File: config.mk
export PLATFORM = sky130hd
export DESIGN_NAME = dcsr_top
export DESIGN_NICKNAME = d
export VERILOG_FILES = /design/src/rtl/dcsr_pkg.sv /design/src/rtl/dcsr_evt_bank.sv /design/src/rtl/dcsr_rst_hs.sv /design/src/rtl/dcsr_top.sv
export SDC_FILE = /design/constraint.sdc
export NUM_CORES = 1
export LEC_CHECK = 0
export BUFFER_PORTS_ARGS = -buffer_cell sky130_fd_sc_hd__clkbuf_2
export CAP_MARGIN = 20
export CORE_UTILIZATION = 34
export CTS_CLUSTER_SIZE = 16
export DETAILED_ROUTE_END_ITERATION = 12
export GPL_TIMING_DRIVEN = 0
export PLACE_DENSITY = 0.88
export SYNTH_ARGS = -nofsm -noshare
export SYNTH_HDL_FRONTEND = slang
export SYNTH_SLANG_ARGS = --single-unit
File: constraint.sdc
create_clock -name clk -period 1.1 [get_ports clk]
set_clock_uncertainty 0.05 [all_clocks]
set_input_delay 0.055 -clock clk [delete_from_list [all_inputs] [get_ports clk]]
set_output_delay 0.055 -clock clk [all_outputs]
set_load 0.03 [all_outputs]
File: src/rtl/dcsr_pkg.sv
package dcsr_pkg;
    localparam int CSR_W   = 32;
    localparam int NUM_EV  = 5;
    localparam int B_IE    = 0;
    localparam int B_ACT   = 1;
    localparam int B_EN    = 8;
    localparam int B_ST_LO = 10;
    localparam int B_WAITD = 12;
    localparam int B_URST  = 14;
    localparam int B_FRST  = 15;

    typedef enum logic [1:0] {
        ST_IDLE = 2'b00,
        ST_RUN  = 2'b01,
        ST_WAIT = 2'b10
    } eng_state_e;

    // Word position of event i; bit 6 is skipped.
    function automatic int ev_pos(input int i);
        return (i >= 4) ? i + 3 : i + 2;
    endfunction
endpackage

File: src/rtl/dcsr_evt_bank.sv
module dcsr_evt_bank #(
    parameter int N = 5
) (
    input  logic         clk,
    input  logic         rst_n,
    input  logic [N-1:0] set_i,
    input  logic [N-1:0] ack_i,
    input  logic         clr_i,
    output logic [N-1:0] flags_o
);
    typedef struct packed {
        logic [N-1:0] flags;
    } bank_s;

    bank_s st_d, st_q;

    always_comb begin
        st_d = st_q;
        for (int i = 0; i < N; i++) begin
            if (clr_i)
                st_d.flags[i] = 1'b0;
            else
                st_d.flags[i] = set_i[i] | (st_q.flags[i] & ~ack_i[i]);
        end
    end

    always_ff @(posedge clk or negedge rst_n) begin
        if (!rst_n) st_q <= '0;
        else        st_q <= st_d;
    end

    assign flags_o = st_q.flags;

    for (genvar g = 0; g < N; g++) begin : g_chk
        // an event pulse wins over a same-cycle clear
        p_event_wins_r5: assert property (@(posedge clk) disable iff (!rst_n)
            (set_i[g] && !clr_i) |=> flags_o[g]);
        // a flag holds until it is cleared
        p_flag_holds_r3: assert property (@(posedge clk) disable iff (!rst_n)
            (flags_o[g] && !ack_i[g] && !clr_i) |=> flags_o[g]);
    end
endmodule

File: src/rtl/dcsr_rst_hs.sv
module dcsr_rst_hs (
    input  logic clk,
    input  logic rst_n,
    input  logic start_i,
    input  logic done_i,
    output logic req_o
);
    typedef struct packed {
        logic req;
    } hs_s;

    hs_s st_d, st_q;

    always_comb begin
        st_d = st_q;
        if (st_q.req) st_d.req = ~done_i;
        else          st_d.req = start_i;
    end

    always_ff @(posedge clk or negedge rst_n) begin
        if (!rst_n) st_q <= '0;
        else        st_q <= st_d;
    end

    assign req_o = st_q.req;

    // a request holds until done, then drops
    p_req_held_r9: assert property (@(posedge clk) disable iff (!rst_n)
        (req_o && !done_i) |=> req_o);
    p_req_drop_r10: assert property (@(posedge clk) disable iff (!rst_n)
        (req_o && done_i) |=> !req_o);
endmodule

File: src/rtl/dcsr_top.sv
module dcsr_top
    import dcsr_pkg::*;
(
    input  logic                clk,
    input  logic                rst_n,
    input  logic                wr_en,
    input  logic [CSR_W-1:0]    wr_data,
    output logic [CSR_W-1:0]    rd_data,
    input  logic [NUM_EV-1:0]   ev_pulse,
    input  logic [1:0]          core_state,
    input  logic                user_rst_done,
    input  logic                full_rst_done,
    output logic                irq,
    output logic                eng_en,
    output logic                user_rst_req,
    output logic                full_rst_req
);
    typedef struct packed {
        logic       ie;
        logic       en;
        logic       waited;
        logic [1:0] prev_st;
    } ctl_s;

    ctl_s st_d, st_q;

    logic [NUM_EV-1:0] flags;
    logic [NUM_EV-1:0] ack;
    logic              clr_all;
    logic              any_ev;
    logic              ack_all;
    logic              enter_wait;

    assign clr_all = full_rst_req | (wr_en & wr_data[B_FRST]);
    assign ack_all = wr_en & wr_data[B_ACT];

    for (genvar g = 0; g < NUM_EV; g++) begin : g_ack
        localparam int POS = ev_pos(g);
        assign ack[g] = ack_all | (wr_en & wr_data[POS]);
    end

    dcsr_evt_bank #(.N(NUM_EV)) u_evt (
        .clk     (clk),
        .rst_n   (rst_n),
        .set_i   (ev_pulse),
        .ack_i   (ack),
        .clr_i   (clr_all),
        .flags_o (flags)
    );

    dcsr_rst_hs u_urst (
        .clk     (clk),
        .rst_n   (rst_n),
        .start_i (wr_en & wr_data[B_URST]),
        .done_i  (user_rst_done),
        .req_o   (user_rst_req)
    );

    dcsr_rst_hs u_frst (
        .clk     (clk),
        .rst_n   (rst_n),
        .start_i (wr_en & wr_data[B_FRST]),
        .done_i  (full_rst_done),
        .req_o   (full_rst_req)
    );

    assign enter_wait = (core_state == ST_WAIT) && (st_q.prev_st != ST_WAIT);

    always_comb begin
        st_d         = st_q;
        st_d.prev_st = core_state;
        if (wr_en) begin
            st_d.ie = wr_data[B_IE];
            st_d.en = wr_data[B_EN];
        end
        if (clr_all) begin
            st_d.ie = 1'b0;
            st_d.en = 1'b0;
        end
        st_d.waited = enter_wait |
                      (st_q.waited & ~(wr_en & wr_data[B_WAITD]));
    end

    always_ff @(posedge clk or negedge rst_n) begin
        if (!rst_n) st_q <= '0;
        else        st_q <= st_d;
    end

    assign any_ev = |flags;
    assign irq    = st_q.ie & any_ev;
    assign eng_en = st_q.en;

    always_comb begin
        rd_data = '0;
        rd_data[B_IE]    = st_q.ie;
        rd_data[B_ACT]   = any_ev;
        for (int i = 0; i < NUM_EV; i++)
            rd_data[ev_pos(i)] = flags[i];
        rd_data[B_EN]    = st_q.en;
        rd_data[B_ST_LO +: 2] = full_rst_req ? ST_IDLE : core_state;
        rd_data[B_WAITD] = st_q.waited;
        rd_data[B_URST]  = user_rst_req;
        rd_data[B_FRST]  = full_rst_req;
    end

    // pending full reset keeps engine and interrupt off
    p_full_quiet_r10: assert property (@(posedge clk) disable iff (!rst_n)
        full_rst_req |-> (!eng_en && !irq));
    // a plain write sets the engine enable
    p_en_write_r2: assert property (@(posedge clk) disable iff (!rst_n)
        (wr_en && !wr_data[B_FRST] && !full_rst_req) |=> (eng_en == $past(wr_data[B_EN])));
    // entering waiting sets the sticky bit
    p_waited_set_r8: assert property (@(posedge clk) disable iff (!rst_n)
        enter_wait |=> rd_data[B_WAITD]);
    // interrupt only with enable
    p_irq_gate_r6: assert property (@(posedge clk) disable iff (!rst_n)
        irq |-> (rd_data[B_IE] && rd_data[B_ACT]));
endmodule

==> summary.md, run 1 <==
| Metric | Value |
|---|---|
| Yosys reg bits | `12` |
| TritonCTS buffer count | `3` |
| Cell with the most instances after synthesis | `buf_4` |
| Vias/cell | `4.17` |
| Synth warn | `0` |
| Synthesized instance count | `80` |
| Antenna fix cells | `0` |
| Routed length per instance | `12.2 um` |
| CTS Buffer Depth | `2` |
| R2r setup slk | `-0.10 ns` |
| Post-synth EDFFs | `0` |
| Initial antenna violation count | `0` |
| Crit share post-route | `125%` |
| Worst reg2reg path depth | `3` |
| WL final | `2360 um` |
| Fraction of layout instances using a drive strength above 1 | `54.5%` |
| Fraction of registers with async set/reset | `100%` |
| Max-cap viol count | `0` |
| Post-route ant nets | `0` |
| GRT Total Usage | `19.0%` |
| Layout Nets | `212` |
| Data required time at the worst endpoint | `1.00 ns` |
| Fmax | `729 MHz` |
| CP max stage delay | `0.44 ns` |
| WS Path Type | `reg2out` |
| DIE HEIGHT | `49.1 um` |
| Layout fillers | `133` |
| Crit-path slowest cell | `dfrtp_2` |
| Sink Count | `12` |
| Row cnt | `16` |
| Final Non-Filler Cells | `194` |
| Post-route DRC | `0` |
| First-pass GRT wire length | `3420 um` |
| Max Fanout on Critical Path | `2` |
| Gr ovfl total | `0` |
| Syn Area/Cell | `9.43 sq um` |
| IR drop worst, VDD | `0.861 mV` |
| Final setup fails | `8` |
| CP delay by family, top | `flip-flops` |
| Top FF cell, synth | `dfrtp_1` |
| Core Box Area | `0.00202 sq mm` |
| Fin worst setup slack | `-0.272 ns` |
| Crit. Startpoint | `u_evt.flags_o[3]` |
| Netlist Area Pre-Place | `754 sq um` |
| Hold Crit Start | `wr_data[15]` |
| Initial core utilization | `37.3%` |
| Outcome | `finished, violations left` |
| Hold path depth | `3` |
| Root Buffer | `clkbuf_4` |
| Htree depth | `1` |
| RSZ-0062 raised after global routing | `yes` |
| Min cycle time layout | `1.37 ns` |
| Worst setup SP type | `flip-flop` |
| Buf/Inv on CP | `2` |
| Crit. End Element | `output pin` |
| Distinct cells, synth | `19` |
| Iteration-0 DRC Markers | `10` |
| Top cell type's share of synthesized area | `39.8%` |
| Placed cells | `164` |
| Yosys top cell by area | `dfrtp_1` |
| Vias | `809` |
| Crit-path cells | `nor3_4 -> buf_4 -> a21boi_2 -> clkbuf_8` |
| Vias in the first global route | `794` |
| Commonest cells in the netlist | `buf_4 (25), dfrtp_1 (12), nand2b_1 (8)` |
| CTS tree | `built` |
| Hold Path Sink | `u_frst.req_o` |
| Worst hold path class | `in2reg` |
| Max Slew Vio Count | `0` |
| FF-to-FF End | `u_evt.flags_o[0]` |
| FF-to-FF Start | `u_evt.flags_o[0]` |
| Die ar. | `0.00241 sq mm` |
| First-pass DRT Iterations | `4` |
| Largest net degree at the start of global routing | `13` |
| Lkg Pwr | `0.000788 uW` |
| Pwr dens | `1090 mW/mm^2` |
| Post-synthesis sequential area ratio | `39.8%` |
| Largest cells by area after synthesis | `dfrtp_1 (40%), buf_4 (25%), nand2b_1 (6.6%), or3b_1 (5.8%), a31oi_1 (3.3%)` |
| DPL Wire Length | `1360 um` |
| Final hold slack | `0.0100 ns` |
| Die Wd | `49.1 um` |
| Gpl congestion | `0.798` |
| Failing checks | `negative setup slack` |
| Clock-pin slew on the worst setup and hold paths | `0.08 ns` |
| WP data arrival | `1.27 ns` |
| Final Hold Violating Endpoints | `0` |
| Port Buf Inserts | `39` |
| I/O pin count | `80` |
| Clock latency on the worst-skew pair | `0.27 ns` |
| Synthesis-to-layout area growth | `98.7%` |
==> final cells by class <==
cell class / count / area (sq um) / area share (%)
Multi-Input combinational cell: 54 / 363 / 24.2
Buffer: 24 / 181 / 12.1
Tap cell: 27 / 33.8 / 2.25
Timing Repair Buffer: 67 / 554 / 37.0
Sequential cell: 12 / 308 / 20.5
Clock buffer: 4 / 36.3 / 2.42
Inverter: 6 / 22.5 / 1.50
==> kinds of logic (layout without fill, tap and decap cells) <==
logic type	after synthesis	after routing	synth area share, %
multiplexers	2	2	2.65
AND/OR/NAND/NOR	23	23	18.9
flip-flops	12	12	39.8
AO/OA/AOI/OAI	10	10	9.62
other	1	19	0.497
buffers and inverters	32	101	28.5
==> how the worst max path moves through the flow <==
| stage | slack, ns | end | cells after the start |
|---|---|---|---|
| 2_1_floorplan | -0.007 | rd_data[1] | 3 |
| 3_3_place_gp | -0.09 | rd_data[1] | 4 |
| 3_5_place_dp | -0.15 | rd_data[1] | 4 |
| 4_1_cts | -0.26 | irq | 4 |
| 5_1_grt | -0.31 | irq | 4 |
| 6_report | -0.27 | irq | 4 |
==> flip-flops by register name, indices dropped and copies added, names as in the netlist <==
| name | count |
|---|---|
| rd_data | 2 |
| u_evt.flags_o | 5 |
| u_frst.req_o | 1 |
| u_urst.req_o | 1 |
| st_q | 2 |
| eng_en | 1 |
==> power by group <==
| part | internal [uW] | switching [uW] |
|---|---|---|
| sequential | 487 | 47.7 |
| combinational | 353 | 381 |
| clock | 201 | 160 |
==> what timing repair did <==
action / in CTS / in global routing
pin swaps: 6 / 3
gates resized for setup: 26 / 16
hold endpoints to repair: 24 / 0
gates cloned: 0 / 0
endpoints found under the setup margin: 8 / 15
hold buffers: 19 / 0
buffers inserted: 6 / 5
==> worst min-delay path, stage by stage <==
cell	delay (ns)
clkbuf_2	0.12
nand2_1	0.07
mux2i_1	0.05
==> layer usage <==
layer,GRT usage (%),share of wire (%),vias to the layer above
li1,-,-,389
met1,19.1,39,358
met2,35.4,49,54
met3,2.49,7.8,8
met4,13.7,3.7,0
met5,0,0,-
==> stage by stage <==
stage | area (sq um) | util (%) | power (uW) | worst slack (ns) | TNS, ns
5_1_grt | 1500 | 74.1 | 1700 | -0.314 | -1.19
6_report | 1500 | 74.1 | 1630 | -0.272 | -0.764
3_5_place_dp | 1070 | 52.7 | 1040 | -0.151 | -0.164
3_3_place_gp | 1070 | 52.7 | 1030 | -0.0899 | -0.0899
2_1_floorplan | 837 | - | 909 | -0.00732 | -0.00732
4_1_cts | 1440 | 71.3 | 1570 | -0.257 | -0.601
==> layout by cell type, fill, tap and decap left out <==
cell type / instances
a31oi_1: 3
dlygate4sd3_1: 19
nor2_2: 2
buf_4: 30
a32o_1: 1
nand3b_1: 2
mux2i_1: 2
a31oi_4: 2
buf_6: 4
or3b_1: 5
nand2_2: 1
inv_1: 6
a21o_4: 1
dfrtp_2: 6
clkbuf_8: 5
nand2b_1: 8
a21boi_2: 1
clkbuf_4: 3
nor3_4: 1
dfrtp_1: 6
conb_1: 19
buf_8: 5
clkbuf_2: 28
nor2b_2: 1
buf_2: 1
a21oi_1: 2
nand2_1: 3
(Power assumes the default switching activity.)
==> inputs of run 2 (changes only) <==
--- a/config.mk
+++ b/config.mk
@@ -12,6 +12,7 @@
 export DETAILED_ROUTE_END_ITERATION = 12
 export GPL_TIMING_DRIVEN = 0
 export PLACE_DENSITY = 0.88
+export RECOVER_POWER = 100
 export SYNTH_ARGS = -nofsm -noshare
 export SYNTH_HDL_FRONTEND = slang
 export SYNTH_SLANG_ARGS = --single-unit
==> summary.md, run 2 (synthesis gave the netlist of run 1 again) <==
| Metric | Value |
|---|---|
| Antenna fix cells | `0 (unchanged)` |
| Largest net degree at the start of global routing | `13 (unchanged)` |
| Crit share post-route | `125% (about the same)` |
| Final Util | `73.4% (was 74.1%)` |
| Initial antenna violation count | `0 (unchanged)` |
| Vias | `806 (was 809)` |
| Root Buffer | `clkbuf_4 (unchanged)` |
| Gr ovfl total | `0 (unchanged)` |
| Failing checks | `negative setup slack (unchanged)` |
| Vias in the first global route | `794 (unchanged)` |
| Synthesis-to-layout area growth | `96.7% (was 98.7%)` |
| CTS tree | `built (unchanged)` |
| Outcome | `finished, violations left (unchanged)` |
| RSZ-0062 raised after global routing | `yes (unchanged)` |
| Crit. End Element | `output pin (unchanged)` |
| Pre-CTS setup slack | `-0.151 ns (unchanged)` |
| Final Hold Violating Endpoints | `0 (unchanged)` |
| Clock latency on the worst-skew pair | `0.27 ns (about the same)` |
| Worst setup SP type | `flip-flop (unchanged)` |
| Sink Count | `12 (unchanged)` |
| Worst Tran Pin Value | `0.654 ns` |
| TritonCTS buffer count | `3 (unchanged)` |
| Clock-pin slew on the worst setup and hold paths | `0.08 ns (about the same)` |
| CTS Buffer Depth | `2 (unchanged)` |
| Port Buf Inserts | `39 (unchanged)` |
| Die ar. | `0.00241 sq mm (unchanged)` |
| Fin area | `0.00148 sq mm (was 0.00150 sq mm)` |
| Most frequent cells in the layout | `buf_4 (29), clkbuf_2 (26), conb_1 (19), dlygate4sd3_1 (19), nand2b_1 (8) (was buf_4 (30), clkbuf_2 (28), conb_1 (19), dlygate4sd3_1 (19), nand2b_1 (8))` |
| Initial core utilization | `37.3% (unchanged)` |
| Fraction of layout instances using a drive strength above 1 | `51.5% (was 54.5%)` |
| Total Power | `1620 uW (was 1630 uW)` |
| Layout Nets | `212 (unchanged)` |
| Placed cells | `164 (unchanged)` |
| Iteration-0 DRC Markers | `7 (was 10)` |
| Max Slew Vio Count | `0 (unchanged)` |
| IR drop worst, VDD | `0.863 mV (was 0.861 mV)` |
| Max_slew headroom | `56.4%` |
| WL final | `2370 um (was 2360 um)` |
| Min cycle time layout | `1.37 ns (about the same)` |
| Pwr dens | `1090 mW/mm^2 (about the same)` |
| Most common cell after layout, fill and taps aside | `buf_4 (unchanged)` |
| First-pass DRT Iterations | `4 (unchanged)` |
| Final setup fails | `9 (was 8)` |
| Vias/cell | `4.15 (was 4.17)` |
| Die Wd | `49.1 um (unchanged)` |
| DIE HEIGHT | `49.1 um (unchanged)` |
| Post-route ant nets | `0 (unchanged)` |
| Data required time at the worst endpoint | `1.00 ns (about the same)` |
| Worst hold path class | `in2reg (unchanged)` |
| Placed cell area | `0.00107 sq mm (unchanged)` |
| Final Non-Filler Cells | `194 (unchanged)` |
| Htree depth | `1 (unchanged)` |
| Gpl congestion | `0.798 (unchanged)` |
| I/O pin count | `80 (unchanged)` |
| Area of the multi-input gates | `363 sq um (unchanged)` |
| WP data arrival | `1.27 ns (about the same)` |
| Layout fillers | `140 (was 133)` |
| Fmax | `729 MHz (about the same)` |
| Max reg flops | `5 (unchanged)` |
| Row cnt | `16 (unchanged)` |
| Routed length per instance | `12.2 um (about the same)` |
| WS Path Type | `reg2out (unchanged)` |
| Max Fanout on Critical Path | `2 (unchanged)` |
| Register area | `307 sq um (was 308 sq um)` |
| First-pass GRT wire length | `3420 um (unchanged)` |
| Core Box Area | `0.00202 sq mm (unchanged)` |
| DPL Wire Length | `1360 um (unchanged)` |
| Max-cap viol count | `0 (unchanged)` |
| GRT Total Usage | `19.0% (unchanged)` |
| Fin worst setup slack | `-0.271 ns (was -0.272 ns)` |
| Post-route DRC | `0 (unchanged)` |
| Lkg Pwr | `0.000774 uW (was 0.000788 uW)` |
-- run 2: cell types whose count changed in the layout (fill, tap and decap cells not counted), sizes merged --
cell / change
buf: -2
clkbuf: +2
-- run 2: final cells by class --
cell class,instances,share of cell area [%]
Clock buffer,4,2.45
Inverter,6,1.52
Multi-Input combinational cell,54,24.5
Sequential cell,12,20.7
Timing Repair Buffer,67,36.4
Buffer,24,12.2
Tap cell,27,2.28
-- run 2: repair_timing --
item / 4_1_cts / 5_1_grt
hold buffers: 19 / 0
hold endpoints to repair: 24 / 0
resized for setup: 26 / 16
buffers inserted: 6 / 5
setup endpoints to repair: 8 / 15
pin swaps: 6 / 3
-- run 2: worst paths after layout --
kind | slack, ns | from | to | cells past startpoint
min in group asynchronous | 0.27 | rst_n | u_urst.req_o | 2
worst max register to register | -0.10 | u_evt.flags_o[0] | u_evt.flags_o[0] | 3
worst min-delay path | 0.01 | wr_data[15] | u_frst.req_o | 3
worst min register to register | 0.45 | u_urst.req_o | u_urst.req_o | 1
max in group asynchronous | 0.27 | rst_n | u_evt.flags_o[4] | 2
worst max-delay path | -0.27 | u_evt.flags_o[3] | irq | 4
-- run 2: power by group --
part	switching (uW)	leakage [uW]	internal [uW]
Clock	160	0.0000210	201
Combinational	382	0.000609	344
Sequential	46.6	0.000144	486
-- run 2: metrics by stage --
step                      setup TNS (ns)  hold slack [ns]
after floorplan                 -0.00732           -0.291
after global placement           -0.0899          -0.0983
after detailed placement          -0.164          -0.0879
after CTS                         -0.601          0.00152
after global routing               -1.34           0.0180
final                             -0.799           0.0148
-- run 2: routing by layer --
metal  track usage [%]  vias up  part of all wire (%)
li1                  -      388                     -
met1              19.1      363                    40
met5                 0        -                     0
met3              2.49        8                   6.6
met4              13.7        0                   3.7
met2              35.4       47                    49
-- run 2: critical path, cell delays in order, from the launching register on --
cell	delay, ns
dfrtp_2	0.44
nor3_4	0.21
buf_4	0.14
a21boi_2	0.05
clkbuf_8	0.16
==> inputs of run 3 (changes only) <==
--- a/config.mk
+++ b/config.mk
@@ -5,7 +5,7 @@
 export SDC_FILE = /design/constraint.sdc
 export NUM_CORES = 1
 export LEC_CHECK = 0
-export BUFFER_PORTS_ARGS = -buffer_cell sky130_fd_sc_hd__clkbuf_2
+export BUFFER_PORTS_ARGS = -buffer_cell sky130_fd_sc_hd__buf_2
 export CAP_MARGIN = 20
 export CORE_UTILIZATION = 34
 export CTS_CLUSTER_SIZE = 16
==> summary.md, run 3 (synthesis gave the netlist of run 1 again) <==
| Metric | Value |
|---|---|
| Outcome | `finished, violations left (unchanged)` |
| Failing checks | `negative setup slack (unchanged)` |
| RSZ-0062 raised after global routing | `yes (unchanged)` |
| R2r setup slk | `-0.05 ns (was -0.10 ns)` |
| GRT Total Usage | `17.9% (was 19.0%)` |
| Core Box Area | `0.00202 sq mm (unchanged)` |
| Max Fanout on Critical Path | `2 (unchanged)` |
| Setup total negative slack | `-0.570 ns (was -0.799 ns)` |
| Root Buffer | `clkbuf_4 (unchanged)` |
| DPL Wire Length | `1370 um (was 1360 um)` |
| Vias/cell | `4.12 (was 4.15)` |
| CTS tree | `built (unchanged)` |
| Routed length per instance | `11.5 um (was 12.2 um)` |
| Max-cap viol count | `0 (unchanged)` |
| Worst setup SP type | `flip-flop (unchanged)` |
| Gpl congestion | `0.804 (was 0.798)` |
| Most frequent cells in the layout | `buf_4 (27), buf_2 (22), conb_1 (19) (was buf_4 (29), clkbuf_2 (26), conb_1 (19), dlygate4sd3_1 (19), nand2b_1 (8))` |
| Vias in the first global route | `778 (was 794)` |
| Fin worst setup slack | `-0.210 ns (was -0.271 ns)` |
| Data required time at the worst endpoint | `1.00 ns (about the same)` |
| Hold Path Sink | `u_evt.flags_o[2] (was u_frst.req_o)` |
| Hold path depth | `3 (unchanged)` |
| Largest net degree at the start of global routing | `13 (unchanged)` |
| Post-route DRC | `0 (unchanged)` |
| Worst hold path class | `in2reg (unchanged)` |
| Htree depth | `1 (unchanged)` |
| Final Non-Filler Cells | `191 (was 194)` |
| Initial core utilization | `37.3% (unchanged)` |
| Gr ovfl total | `0 (unchanged)` |
| WS Path Type | `reg2out (unchanged)` |
| Initial antenna violation count | `0 (unchanged)` |
| Layout Nets | `209 (was 212)` |
| Post-route ant nets | `0 (unchanged)` |
| Final Util | `70.3% (was 73.4%)` |
| Fmax | `763 MHz (was 729 MHz)` |
| Worst reg2reg path depth | `3 (unchanged)` |
| Min cycle time layout | `1.31 ns (was 1.37 ns)` |
| Row cnt | `16 (unchanged)` |
| First-pass DRT Iterations | `4 (unchanged)` |
| FF-to-FF End | `u_evt.flags_o[3] (was u_evt.flags_o[0])` |
| Max_slew headroom | `54.4% (was 56.4%)` |
| Hold Crit Start | `wr_data[4] (was wr_data[15])` |
| IR drop worst, VDD | `0.521 mV (was 0.863 mV)` |
| Antenna fix cells | `0 (unchanged)` |
| First-pass GRT wire length | `3220 um (was 3420 um)` |
| Final hold slack | `0.0274 ns (was 0.0148 ns)` |
| Synthesis-to-layout area growth | `88.4% (was 96.7%)` |
| Die Wd | `49.1 um (unchanged)` |
| Worst Tran Pin Value | `0.684 ns (was 0.654 ns)` |
| Lkg Pwr | `0.000757 uW (was 0.000774 uW)` |
| Placed cells | `164 (unchanged)` |
| Placed cell area | `0.00107 sq mm (unchanged)` |
| Crit. End Element | `output pin (unchanged)` |
| Most common cell after layout, fill and taps aside | `buf_4 (unchanged)` |
| WL final | `2190 um (was 2370 um)` |
| DIE HEIGHT | `49.1 um (unchanged)` |
| Crit share post-route | `119% (was 125%)` |
| Clock-pin slew on the worst setup and hold paths | `0.08 ns (about the same)` |
| Die ar. | `0.00241 sq mm (unchanged)` |
| FF-to-FF Start | `u_evt.flags_o[3] (was u_evt.flags_o[0])` |
| Port Buf Inserts | `39 (unchanged)` |
| WP data arrival | `1.20 ns (was 1.27 ns)` |
| Max Slew Vio Count | `0 (unchanged)` |
| I/O pin count | `80 (unchanged)` |
| Sink Count | `12 (unchanged)` |
| Crit. Startpoint | `u_evt.flags_o[3] (unchanged)` |
| Pwr dens | `1110 mW/mm^2 (was 1090 mW/mm^2)` |
| CTS Buffer Depth | `2 (unchanged)` |
| Iteration-0 DRC Markers | `8 (was 7)` |
| Max reg flops | `5 (unchanged)` |
| Final setup fails | `10 (was 9)` |
| Vias | `786 (was 806)` |
| Final Hold Violating Endpoints | `0 (unchanged)` |
| Fin area | `0.00142 sq mm (was 0.00148 sq mm)` |
| Fraction of layout instances using a drive strength above 1 | `52.4% (was 51.5%)` |
| TritonCTS buffer count | `3 (unchanged)` |
| Clock latency on the worst-skew pair | `0.27 ns (about the same)` |
run 3: cell count changes in the layout (fill, tap and decap cells not counted), moves of 2 or more:
| cell | change |
|---|---|
| buf_6 | +9 |
| clkbuf_8 | -4 |
| dlygate4sd3_1 | -3 |
| buf_2 | +21 |
| buf_4 | -2 |
| clkbuf_4 | +3 |
| buf_8 | -5 |
| clkbuf_2 | -22 |
run 3: where the power goes:
part / switching, uW / internal (uW)
clock network: 158 / 201
logic: 360 / 320
registers: 47.0 / 486
run 3: metrics by stage:
stage	power, uW	worst slack [ns]
3_5_place_dp	1040	-0.134
6_report	1570	-0.210
5_1_grt	1640	-0.268
4_1_cts	1550	-0.213
2_1_floorplan	909	-0.00732
3_3_place_gp	1030	-0.0859
run 3: final cells by class:
type,count,area [sq um]
plain buffers,25,189
clock buffers,4,36.3
fillers,150,601
inverters,6,22.5
multi-input cells,54,348
flip-flops and latches,12,307
well taps,27,33.8
repair buffers,63,485
run 3: worst max-delay path: stages, from the launching register on:
cell and delay, ns:
dfrtp_2 0.43, nor3_4 0.19, buf_4 0.13, a21boi_2 0.05, buf_6 0.13
run 3: layer usage:
metal	global-route usage (%)	wire length, um	vias up
met5	0	0	-
met4	13.2	39	0
met3	1.25	162	4
met2	33.3	1200	45
met1	18.4	782	351
li1	-	-	386
run 3: worst max path at each step:
stage | slack [ns] | cells after the start | end
2_1_floorplan | -0.007 | 3 | rd_data[1]
3_3_place_gp | -0.09 | 4 | rd_data[1]
3_5_place_dp | -0.13 | 4 | rd_data[1]
4_1_cts | -0.21 | 4 | irq
5_1_grt | -0.27 | 4 | irq
6_report | -0.21 | 4 | irq
run 3: repair_timing:
| action | 4_1_cts | 5_1_grt |
|---|---|---|
| resized for setup | 24 | 12 |
| setup endpoints to repair | 6 | 14 |
| hold endpoints to repair | 23 | 0 |
| setup buffers | 5 | 3 |
| hold buffers | 17 | 0 |
| pin swaps | 7 | 5 |
